===== src/rtl/ones_mod3_pkg.sv =====
package ones_mod3_pkg;

  localparam int REM_W = 2;

  typedef enum logic [REM_W-1:0] {
    REM0    = 2'b00,
    REM1    = 2'b01,
    REM2    = 2'b10,
    REM_BAD = 2'b11
  } rem_t;

endpackage


===== src/rtl/ones_mod3_next.sv =====
module ones_mod3_next
  import ones_mod3_pkg::*;
(
  input  rem_t cur_rem,
  input  logic take,
  input  logic one_bit,
  output rem_t nxt_rem
);

  always_comb begin
    nxt_rem = cur_rem;
    if (take) begin
      unique case (cur_rem)
        REM0:    nxt_rem = one_bit ? REM1 : REM0;
        REM1:    nxt_rem = one_bit ? REM2 : REM1;
        REM2:    nxt_rem = one_bit ? REM0 : REM2;
        default: nxt_rem = REM0;
      endcase
    end
  end

endmodule


===== src/rtl/ones_mod3_state_reg.sv =====
module ones_mod3_state_reg
  import ones_mod3_pkg::*;
(
  input  logic clk,
  input  logic rst,
  input  rem_t d_rem,
  output rem_t state_q,
  output logic zero_q
);

  always_ff @(posedge clk) begin
    if (rst) begin
      state_q <= REM0;
      zero_q  <= 1'b1;
    end else begin
      state_q <= d_rem;
      zero_q  <= (d_rem == REM0);
    end
  end

endmodule


===== src/rtl/ones_mod3_detector.sv =====
module ones_mod3_detector
  import ones_mod3_pkg::*;
(
  input  logic             clk,
  input  logic             rst,
  input  logic             sample_en,
  input  logic             bit_in,
  output logic [REM_W-1:0] rem_state,
  output logic             div_by3
);

  rem_t cur_rem;
  rem_t nxt_rem;
  logic zero_q;

  ones_mod3_next u_next (
    .cur_rem (cur_rem),
    .take    (sample_en),
    .one_bit (bit_in),
    .nxt_rem (nxt_rem)
  );

  ones_mod3_state_reg u_state (
    .clk     (clk),
    .rst     (rst),
    .d_rem   (nxt_rem),
    .state_q (cur_rem),
    .zero_q  (zero_q)
  );

  assign rem_state = cur_rem;
  assign div_by3   = zero_q;

endmodule


===== config.mk =====
export PLATFORM = sky130hd
export DESIGN_NAME = ones_mod3_detector
export DESIGN_NICKNAME = d
export VERILOG_FILES = /design/src/rtl/ones_mod3_pkg.sv /design/src/rtl/ones_mod3_next.sv /design/src/rtl/ones_mod3_state_reg.sv /design/src/rtl/ones_mod3_detector.sv
export SDC_FILE = /design/constraint.sdc
export NUM_CORES = 1
export LEC_CHECK = 0
export CAP_MARGIN = 20
export CORE_AREA = 2 2 39 41
export DETAILED_ROUTE_END_ITERATION = 8
export DIE_AREA = 0 0 41 43
export GPL_ROUTABILITY_DRIVEN = 0
export GPL_TIMING_DRIVEN = 0
export RECOVER_POWER = 50
export SYNTH_ARGS = -nofsm -noshare
export SYNTH_HDL_FRONTEND = slang
export SYNTH_SLANG_ARGS = --single-unit
export TNS_END_PERCENT = 10

===== constraint.sdc =====
create_clock -name clk -period 1 [get_ports clk]
set_input_delay 0.25 -clock clk [delete_from_list [all_inputs] [get_ports clk]]
set_output_delay 0.25 -clock clk [all_outputs]
set_load 0.01 [all_outputs]

==> run metrics <==
status=complete, no violations; Routed Antenna Nets=0; Clock Latency Late Sink=about 230 ps; largest cells by area after synthesis=dfxtp_1, nand4bb_1, a211o_1; clock skew=2.45 ps; met2 Resource Use GR=6.25%; fin. max-slew vios=0; Compound-Gate Fraction of Synth Area=26.1%; period utilisation layout=around 96%; placed insts=35; hold_sp=bit_in; dpl ws=-341 ps; cells on worst reg2reg path=2; GRT Max-Usage Layer=met4; main combinational cell family by area after synthesis=simple AND/OR/NAND/NOR gates; Placeable Area=0.00138 mm2; Synth Area in Adders=0%; final setup violation count=0; Post-CTS Resized=17; worst-path fanout max=7; I/O pins=7; first-pass GRT wire length=between 500 and 600 um; GRT Total Usage=between 5 and 6%; GR Util met3=under 10%; filler cell count=about 170; crit-path cells=buf_6; distinct cell type count after synthesis=11; Die Y=43 um; DRT Wirelength=~350 um; Post-Synth Simple-Gate Area=between 30% and 40%; worst hold path depth=3; Max stage delay on crit path=approximately 350 ps; worst path bufs/invs=1; clock sinks=3; number of synthesized register bits=3; drt initial violations=2; critical path class=register to output pin; Leakage=just under 0.09 nW; Fin. Hold Viols=0; CTS clk-pin slew, worst paths=roughly 40 ps; full die area=approximately 0.0018 mm2; CTS root buf=clkbuf_4; CTS tree=built; final core occ=approximately 18%; I/O Buffers=6; Diodes inserted=0; Slew Limit Headroom=between 80 and 90%; CTS Buf Count=3; Yosys top cell by area=dfxtp_1; RSZ-0062 raised after global routing=no; Slowest-stage cell, CP=dfxtp_4; top cell type's share of synthesized area=between 40 and 50%; Worst Tran Pin Value=roughly 220 ps; number of global-route vias before repair=139; register area share after synthesis=a little over two fifths; Post-CTS Setup Bufs=0; WL/cell=between 9 and 10 um; Worst R2R Start=u_state.state_q[1]; hold endpoint=u_state.state_q[1]; Post-CTS Hold Buffers=0; Max Root-Sink Buffers=2; Startpoint Class=register; Power Total=about 0.00040 W; synth warn=0; Setup WS post-layout=41.9 ps; Initial Util=10.0%; Mapped Cells=13; PwrDens=1620 mW/mm2; number of vias in the routed layout=roughly 150; CTS HTree Levels=1; drt first pass iters=4; Max Fclk=between 1000 and 1500 MHz; Die W=41 um; Max VDD drop=0.169 mV; initial antenna violation count=0; detailed placer's ending HPWL=about 240 um; element type at the critical path end=output pin; Area growth syn-to-layout=78.4%; vias per cell=between 3 and 4; Final Non-Filler Cells=39; WHS=between 500 and 600 ps; mux share of post-synthesis cell area=0%; Mean Syn Cell Area=between 10 and 15 um2; Tmin final=about 960 ps; max cap viols=0; Nets=28; xor and xnor area share after synthesis=0%; synthesized area=approximately 140 um2; crit path DAT=roughly 710 ps; GRT overflow=0; DRC=0; met1 usage=under 10%; CP required=750 ps; largest net degree at the start of global routing=8; layout cell share with drive strength beyond 1=a little over a third; delay-heaviest family, CP=flip-flops; hold crit path type=input port to register; Crit Reg-Reg Endpoint=u_state.state_q[0]; Net Count, Synth=17; row count=14; flop-to-flop setup slack=between 40 and 50 ps
==> flip-flops by register name (all words and copies together) (netlist names) <==
register and cells:
u_state.zero_q 1, u_state.state_q 2
==> cell families after synthesis <==
logic type | Yosys count
flops | 3
simple gates | 5
compound gates | 5
==> worst max path at each step <==
stage	to	from	slack, ps	cells past startpoint
2_1_floorplan	u_state.state_q[0]	u_state.state_q[0]	10	2
3_3_place_gp	u_state.zero_q	bit_in	-350	3
3_5_place_dp	u_state.zero_q	bit_in	-340	3
4_1_cts	div_by3	u_state.zero_q	1	1
5_1_grt	u_state.zero_q	u_state.state_q[0]	1	2
6_report	rem_state[1]	u_state.state_q[1]	40	1
==> cells in the final DEF (no fill, tap or decap) <==
cell type,netlist,routed
a211o_1,1,1
a31oi_1,1,1
buf_6,0,2
nand4b_1,1,1
or2b_1,1,1
a211oi_1,1,1
o21a_1,1,1
clkbuf_4,0,3
clkbuf_1,0,1
dfxtp_1,3,1
clkdlybuf4s50_1,0,1
o22ai_1,1,1
or3b_1,1,1
dfxtp_4,0,2
nand2b_1,1,1
dlygate4sd2_1,0,2
nand4bb_1,1,1
buf_2,0,1
==> cells in the mapped netlist <==
cell type  instances
o21a_1             1
a211o_1            1
dfxtp_1            3
or3b_1             1
a211oi_1           1
or2b_1             1
nand4bb_1          1
nand4b_1           1
a31oi_1            1
o22ai_1            1
nand2b_1           1
==> stage by stage <==
stage / area (um2) / TNS [ps]
after detailed placement: 219 / -1310
after floorplan: 139 / 0
after global placement: 219 / -1280
after global routing: 248 / 0
after CTS: 241 / 0
final: 248 / 0
==> power breakdown <==
| group | leakage [nW] | switching [W] | internal, W |
|---|---|---|---|
| Clock | 0.0150 | 0.0000647 | 0.000150 |
| Sequential | 0.0261 | 0.00000832 | 0.000126 |
| Combinational | 0.0471 | 0.0000205 | 0.0000316 |
==> layer usage <==
| layer | up-vias | part of all wire [%] | wire length [um] |
|---|---|---|---|
| li1 | 72 | - | - |
| met1 | 69 | 35 | 124 |
| met2 | 9 | 46 | 164 |
| met3 | 2 | 14 | 49 |
| met4 | 0 | 4.2 | 15 |
| met5 | - | 0 | 0 |
==> layout make-up <==
class / instances / area [um2] / area share (%)
Clock buffer: 4 / 26.3 / 10.6
Multi-Input combinational cell: 10 / 78.8 / 31.8
Sequential cell: 3 / 67.6 / 27.3
Tap cell: 16 / 20.0 / 8.08
Timing Repair Buffer: 6 / 55.1 / 22.2
(Power assumes the default switching activity.)
